`src/rtl/gpio_debounce_port.sv`:
```
module gpio_debounce_port #(
  parameter int N      = 8,
  parameter int CODE_W = 5,
  parameter int BASE   = 9
) (
  input  logic         clk,
  input  logic         rst_n,
  input  logic         tick_ms,
  input  logic         wr_en,
  input  logic [1:0]   wr_addr,
  input  logic [N-1:0] wr_data,
  input  logic [1:0]   rd_addr,
  output logic [N-1:0] rd_data,
  input  logic [N-1:0] pad_in,
  output logic [N-1:0] pad_oe,
  output logic [N-1:0] pad_out,
  output logic [N-1:0] change
);
  localparam int CW = $clog2(BASE + (1 << CODE_W));

  logic [N-1:0]      dir, mode, val;
  logic [CODE_W-1:0] code;
  logic [N-1:0]      s1, s2, deb, deb_nxt;
  logic [CW-1:0]     cnt     [N];
  logic [CW-1:0]     cnt_nxt [N];
  logic [CW-1:0]     lim;

  assign lim = CW'(BASE) + CW'(code);

  always_ff @(posedge clk or negedge rst_n) begin
    if (!rst_n) begin
      dir  <= '0;
      mode <= '0;
      val  <= '0;
      code <= '0;
    end else if (wr_en) begin
      case (wr_addr)
        2'd0: dir  <= wr_data;
        2'd1: mode <= wr_data;
        2'd2: val  <= wr_data;
        default: code <= wr_data[CODE_W-1:0];
      endcase
    end
  end

  assign pad_out = mode & val;
  assign pad_oe  = dir & (mode | ~val);

  always_comb begin
    case (rd_addr)
      2'd0: rd_data = dir;
      2'd1: rd_data = mode;
      2'd2: rd_data = deb & ~dir;
      default: rd_data = N'(code);
    endcase
  end

  always_ff @(posedge clk or negedge rst_n) begin
    if (!rst_n) begin
      s1 <= '0;
      s2 <= '0;
    end else begin
      s1 <= pad_in;
      s2 <= s1;
    end
  end

  always_comb begin
    for (int i = 0; i < N; i++) begin
      deb_nxt[i] = deb[i];
      cnt_nxt[i] = cnt[i];
      if (dir[i]) begin
        deb_nxt[i] = s2[i];
        cnt_nxt[i] = '0;
      end else if (s2[i] == deb[i]) begin
        cnt_nxt[i] = '0;
      end else if (tick_ms) begin
        if (cnt[i] == lim - CW'(1)) begin
          deb_nxt[i] = s2[i];
          cnt_nxt[i] = '0;
        end else begin
          cnt_nxt[i] = cnt[i] + CW'(1);
        end
      end
    end
  end

  always_ff @(posedge clk or negedge rst_n) begin
    if (!rst_n) begin
      deb    <= '0;
      change <= '0;
      for (int i = 0; i < N; i++) cnt[i] <= '0;
    end else begin
      deb    <= deb_nxt;
      change <= (deb ^ deb_nxt) & ~dir;
      for (int i = 0; i < N; i++) cnt[i] <= cnt_nxt[i];
    end
  end


  deb_on_tick_chk: assert property (@(posedge clk) disable iff (!rst_n)
    (((deb ^ $past(deb)) & ~$past(dir)) != '0) |-> $past(tick_ms));


  no_flag_on_output_chk: assert property (@(posedge clk) disable iff (!rst_n)
    (change & $past(dir)) == '0);


  flag_matches_toggle_chk: assert property (@(posedge clk) disable iff (!rst_n)
    change == ((deb ^ $past(deb)) & ~$past(dir)));


  out_reads_zero_chk: assert property (@(posedge clk) disable iff (!rst_n)
    (rd_addr == 2'd2) |-> ((rd_data & dir) == '0));


  od_never_high_chk: assert property (@(posedge clk) disable iff (!rst_n)
    (pad_oe & pad_out & ~mode) == '0);

  generate
    for (genvar g = 0; g < N; g++) begin : g_bound

      cnt_bound_chk: assert property (@(posedge clk) disable iff (!rst_n)
        cnt[g] < lim);
    end
  endgenerate
endmodule

```
`config.mk`:
```
export PLATFORM = sky130hd
export DESIGN_NAME = gpio_debounce_port
export DESIGN_NICKNAME = d
export VERILOG_FILES = /design/src/rtl/gpio_debounce_port.sv
export SDC_FILE = /design/constraint.sdc
export NUM_CORES = 1
export LEC_CHECK = 0
export CAP_MARGIN = 10
export CORE_ASPECT_RATIO = 1.2
export CORE_MARGIN = 2
export CORE_UTILIZATION = 55
export CTS_BUF_LIST = sky130_fd_sc_hd__clkbuf_4 sky130_fd_sc_hd__clkbuf_8
export DETAILED_ROUTE_END_ITERATION = 6
export GPL_TIMING_DRIVEN = 1
export PLACE_DENSITY_LB_ADDON = 0.1
export SLEW_MARGIN = 20
export SYNTH_ARGS = -nofsm -noshare
export SYNTH_HDL_FRONTEND = slang
export SYNTH_SLANG_ARGS = --single-unit
```
`constraint.sdc`:
```
create_clock -name clk -period 2.4 [get_ports clk]
set_clock_uncertainty 0.15 [all_clocks]
set_input_delay 0.24 -clock clk [delete_from_list [all_inputs] [get_ports clk]]
set_output_delay 0.24 -clock clk [all_outputs]
set_load 0.02 [all_outputs]
```
# ---- Word-level counts from Yosys, hierarchy flattened
# Index checks and enable logic that the tools add are counted.
dict set report totals {
  register_bits 109
  input_bits 24
  out_inout_bits 32
  word_cells 135
}
dict set report op_classes {
  addsub 10
  eq_ne 20
  muxes 65
  n_bitwise 9
  n_reduce_logical 15
}
# op n
set ops {}
lappend ops {{$mux W6} 32}
lappend ops {{$add A6 B1 Y6 const B} 8}
lappend ops {{$eq A6 B6 Y1} 8}
lappend ops {{$and A8 B8 Y8} 4}
lappend ops {{$mux W1} 32}
lappend ops {{$pmux W8 S3} 1}
lappend ops {{$reduce_bool A3 Y1} 8}
lappend ops {{$not A8 Y8} 2}
lappend ops {{$eq A1 B1 Y1} 8}
lappend ops {{$or A8 B8 Y8} 1}
lappend ops {{$reduce_and A2 Y1} 4}
lappend ops {{$xor A8 B8 Y8} 1}
lappend ops {{$add A4 B5 Y6 const A} 1}
lappend ops {{$sub A6 B1 Y6 const B} 1}
lappend ops {{$eq A2 B1 Y1 const B} 2}
lappend ops {{$eq A2 B2 Y1 const B} 2}
lappend ops {{$logic_not A2 Y1} 2}
lappend ops {{$reduce_or A3 Y1} 1}
lappend ops {{$not A1 Y1} 1}

# ---- Logic depth before layout (Yosys ltp)
dict set report logic_depth {
  ltp_word 9
  ltp_mapped 7
  mapped_depth_nobuf 5
}

# ---- Worst setup path before layout
# OpenSTA, ideal clock, no wires.
dict set report synth_timing {
  path_kind {flip-flop to flip-flop}
  startpoint {reg code[3]}
  endpoint {reg deb[2]}
  setup_ps 128
  t_arrival_ps 1766
  required_time_ps 2122
  path_slack_ps 357
  path_stages_with_launch 7
  synth_period_minus_slack_ps 2043
  path_cell_list {dfrtp_1 > ha_1 > buf_6 > xnor2_1 > nand4_4 > o31ai_4 > mux2_1}
}
dict set report synth_between {
  elab_chain_len 7
}
# item line
set synth_lines {}
lappend synth_lines {{start, declared} 22} ;# logic [CODE_W-1:0] code;
lappend synth_lines {{start signal, assigned} 41} ;# default: code <= wr_data[CODE_W-1:0];
lappend synth_lines {{$add A4 B5 Y6} 28} ;# assign lim = CW'(BASE) + CW'(code);
lappend synth_lines {{$sub A6 B1 Y6} 78} ;# if (cnt[i] == lim - CW'(1)) begin
lappend synth_lines {{$eq A6 B6 Y1} 78}
lappend synth_lines {{$mux W1} 78}
lappend synth_lines {{$mux W1} 77} ;# end else if (tick_ms) begin
lappend synth_lines {{$mux W1} 75} ;# end else if (s2[i] == deb[i]) begin
lappend synth_lines {{$mux W1} 72} ;# if (dir[i]) begin
lappend synth_lines {{named net deb_nxt[2]} 23} ;# logic [N-1:0] s1, s2, deb, deb_nxt;
lappend synth_lines {{end signal, assigned} 94} ;# deb <= deb_nxt;
lappend synth_lines {{end, declared} 23}
# The timed path passes the listed nets, and every way through them passes these cells.
# A chain may end at the register's enable or synchronous reset.

# ---- Worst setup path after layout
dict set report layout_timing {
  startpoint {in rd_addr[0]}
  endpoint {out rd_data[4]}
}
dict set report layout_between {
  elab_chain_len 2
  word_cells_on_any_way 4
  cone_classes {eq/ne (2); mux (1); reduce/logical (1)}
}
# item line
set layout_lines {}
lappend layout_lines {{start, declared} 12} ;# input logic [1:0] rd_addr,
lappend layout_lines {{$eq A2 B2 Y1 (tied with other cells)} 50} ;# case (rd_addr)
lappend layout_lines {{$pmux W8 S3 (*)} 50}
lappend layout_lines {{end, declared} 13} ;# output logic [N-1:0] rd_data,
# Mark *: on every way between the ends. The rest lies on a longest branch, timed or not.

==> flow_summary.json <==
{
  "worst_slew_pin_slew_ns": 0.6023,
  "hpwlAfterDp_mm": 9.107,
  "wl_mm": 13.44,
  "grt_use_met2_pct": 38.56,
  "grt_busiest_layer": "met2",
  "synthMuxAreaShare_pct": 7.839,
  "wl_per_cell_um": 17.23,
  "root_buffer": "clkbuf_8",
  "grt_pass1_vias": 4604,
  "slowest_stage": "clkdlybuf4s50_1",
  "synth_area_per_cell_um2": 10.41,
  "r2r_end": "deb[2]",
  "worstPathBufferInverterCount": 3,
  "synth-xor-area-share_pct": 8.821,
  "leakage_nw": 2.851,
  "final_hold_viol_count": 0,
  "gp_congestion": 0.8428,
  "cap_violations": 0,
  "crit_family": "buffers and inverters",
  "fillers": 828,
  "startpoint": "rd_addr[0]",
  "clkTransAtPathRegs_ns": 0.10,
  "synthArstFlopShare_pct": 100.0,
  "fmax_mhz": 426.9,
  "worst_ep_arrival_time_ns": 1.95,
  "htreeDepth": 3,
  "area_growth_syn_to_layout_pct": 17.54,
  "r2r_slack_ns": 0.30,
  "insertion_delay_ns": 0.38,
  "hp-class": "in -> async",
  "worstPathMaxFanout": 5,
  "post-route-min-period_ns": 2.342,
  "initial_core_util_pct": 56.64,
  "num-nets-final": 679,
  "synth_area_um2": 5986,
  "critical_path_required_ns": 2.01,
  "ys_warn_count": 0,
  "io_pins": 56,
  "post-route-period-util_pct": 97.59,
  "yosys.area.top_type_share_pct": 45.57,
  "core-area_um2": 10570,
  "critPathCapture": "rd_data[4]",
  "diodes": 0,
  "slew_headroom_pct": 59.85,
  "die-width_um": 99.23,
  "dominantRegCellSynth": "dfrtp_1",
  "avgViaCountPerCell": 5.981,
  "synth_top_family_by_area": "simple AND/OR/NAND/NOR gates",
  "path_cells": "clkdlybuf4s50_1 > buf_4 > mux4_2 > clkdlybuf4s50_1",
  "total_power_mw": 5.101,
  "netlist_top_cells_area": "dfrtp_1 (46%), xnor2_1 (6.1%), nand2_1 (4.3%)",
  "num_rows": 41,
  "dr_total_vias": 4665,
  "post-cts-setup-buffer-count": 0,
  "ff2ff_path_depth": 5,
  "use_met3_pct": 4.021,
  "drive_above_1_share_pct": 15.21,
  "antenna_found_initial": 0,
  "startpoint_type": "primary input",
  "die_area_um2": 11740,
  "irDropWorstVdd_mv": 0.4736,
  "overflow": 0,
  "critPathKind": "in -> out",
  "cp.depth": 4,
  "synth_top_area_cell": "dfrtp_1",
  "synth_edf_count": 0,
  "syn-num-nets": 608,
  "cts_tree": "built",
  "drt_iter0_drc": 355,
  "status": "finished clean",
  "ant_nets": 0,
  "seq_area_frac_synth_pct": 45.57,
  "grt_pass1_wl_mm": 22.69,
  "grt_use_met1_pct": 33.65,
  "syn_inst": 575,
  "slew_violations": 0,
  "synth-compound-area-share_pct": 15.28,
  "cts.sinks": 109,
  "finalSetupViolations": 0,
  "fin_setup_tns_ns": 0,
  "ys_ff_latch": 109,
  "io_buffers": 55,
  "die_y_um": 118.3,
  "cts_buffers": 9,
  "synth.distinct_cells": 43,
  "synth_adder_area_share_pct": 1.881,
  "first_pass_iters": 4,
  "p_per_area_nw_per_um2": 725.0,
  "rsz0062_at_grt": "false",
  "cp_common_cell": "clkdlybuf4s50_1",
  "critPathMaxStageDelay_ns": 0.55,
  "clock_path_buffers": 2,
  "synth-simple-area-share_pct": 17.02,
  "reg2reg_from": "code[4]",
  "cp-end-kind": "primary output",
  "drc": 0,
  "grt.total_usage_pct": 23.98,
  "grt_max_degree": 61
}
-- registers in the layout (all words and copies together), names as in the netlist --
register and flops:
s2 8, val 8, deb 8, code 5, cnt 48, change 8
dir 8, s1 8, mode 8
-- Yosys cell counts (3+ instances only) --
cell type  count
dfrtp_1      109
nand2_1       69
xnor2_1       42
a21oi_1       37
o211ai_1      30
nor3_1        23
mux2_2        21
inv_1         20
nand3_1       19
nor2_1        19
o21ai_0       18
and2_1        16
nor4_1        14
a31oi_1       13
ha_1           9
xor2_1         9
and3_1         8
mux2_1         8
o221ai_1       8
buf_2          7
clkbuf_1       7
o22ai_1        7
buf_6          5
mux4_2         5
nand4_4        5
nor2b_1        5
xor2_2         5
o31ai_2        4
o31ai_4        4
mux2i_1        3
nand2_2        3
nand4_2        3
o2111ai_1      3
o32ai_1        3
-- report_power, final --
group / switching (mW) / leakage [nW] / internal (mW)
clock: 0.669 / 0.104 / 0.521
sequential: 0.203 / 1.40 / 2.02
combinational: 0.966 / 1.34 / 0.721
-- how the worst min path moves through the flow --
stage	to	slack (ns)	startpoint	cells past startpoint
3_5_place_dp	cnt[44]	-0.07	rst_n	1
6_report	cnt[44]	0.06	rst_n	2
3_3_place_gp	cnt[43]	-0.08	rst_n	1
2_1_floorplan	change[0]	-0.21	rst_n	0
5_1_grt	cnt[44]	0.05	rst_n	2
4_1_cts	cnt[44]	0.04	rst_n	2
-- timing repair --
item                                    in CTS  in global routing
endpoints found under the setup margin       2                  4
gates resized for setup                      3                  4
cloned                                       0                  0
endpoints found under the hold margin      109                  0
hold buffers                                 1                  0
-- cell type report --
cell class                 instances  area (µm²)  area share [%]
clock buffer                      10       137.6           1.956
clock inverter                     6       71.32           1.014
inverter                          20       75.07           1.067
multi-input combinational        423        3043           43.25
sequential                       109        2729           38.79
tap                              129       161.4           2.294
timing repair buffer              83       818.3           11.63
-- cells by family after synthesis --
group                      after synthesis
buffers and inverters                   43
muxes                                   37
xor gates and xnor gates                56
adders and majority gates                9
and+or+nand+nor                        190
DFF                                    109
AOI/OAI and AO/OA                      131
-- cell usage in the layout (no fill, tap or decap), types with 18 or more instances in the layout --
master           count
dfrtp_1            108
o21ai_0             18
clkdlybuf4s50_1     48
buf_4               24
o211ai_1            30
nand3_1             19
xnor2_1             42
a21oi_1             37
mux2_2              21
nor3_1              23
nor2_1              19
nand2_1             69
inv_1               19
-- metrics by stage --
| stage | hold slack [ns] | utilization, % | std cells | area (µm²) | setup slack [ns] |
|---|---|---|---|---|---|
| 2_1_floorplan | -0.2056 | - | 575 | 5986 | 0.3568 |
| 3_3_place_gp | -0.07930 | 64.42 | 763 | 6808 | 0.007998 |
| 3_5_place_dp | -0.07382 | 64.42 | 763 | 6808 | 0.02268 |
| 4_1_cts | 0.04265 | 66.48 | 780 | 7025 | 0.02265 |
| 5_1_grt | 0.04969 | 66.58 | 780 | 7036 | 0.001022 |
| 6_report | 0.05816 | 66.58 | 780 | 7036 | 0.05775 |
-- metal layers --
layer | vias to the layer above | part of all wire (%)
met2 | 107 | 49
met5 | - | 0
met3 | 14 | 4.5
li1 | 2218 | -
met4 | 0 | 1.3
met1 | 2326 | 45
No activity file was read; power rests on OpenSTA's default activity.
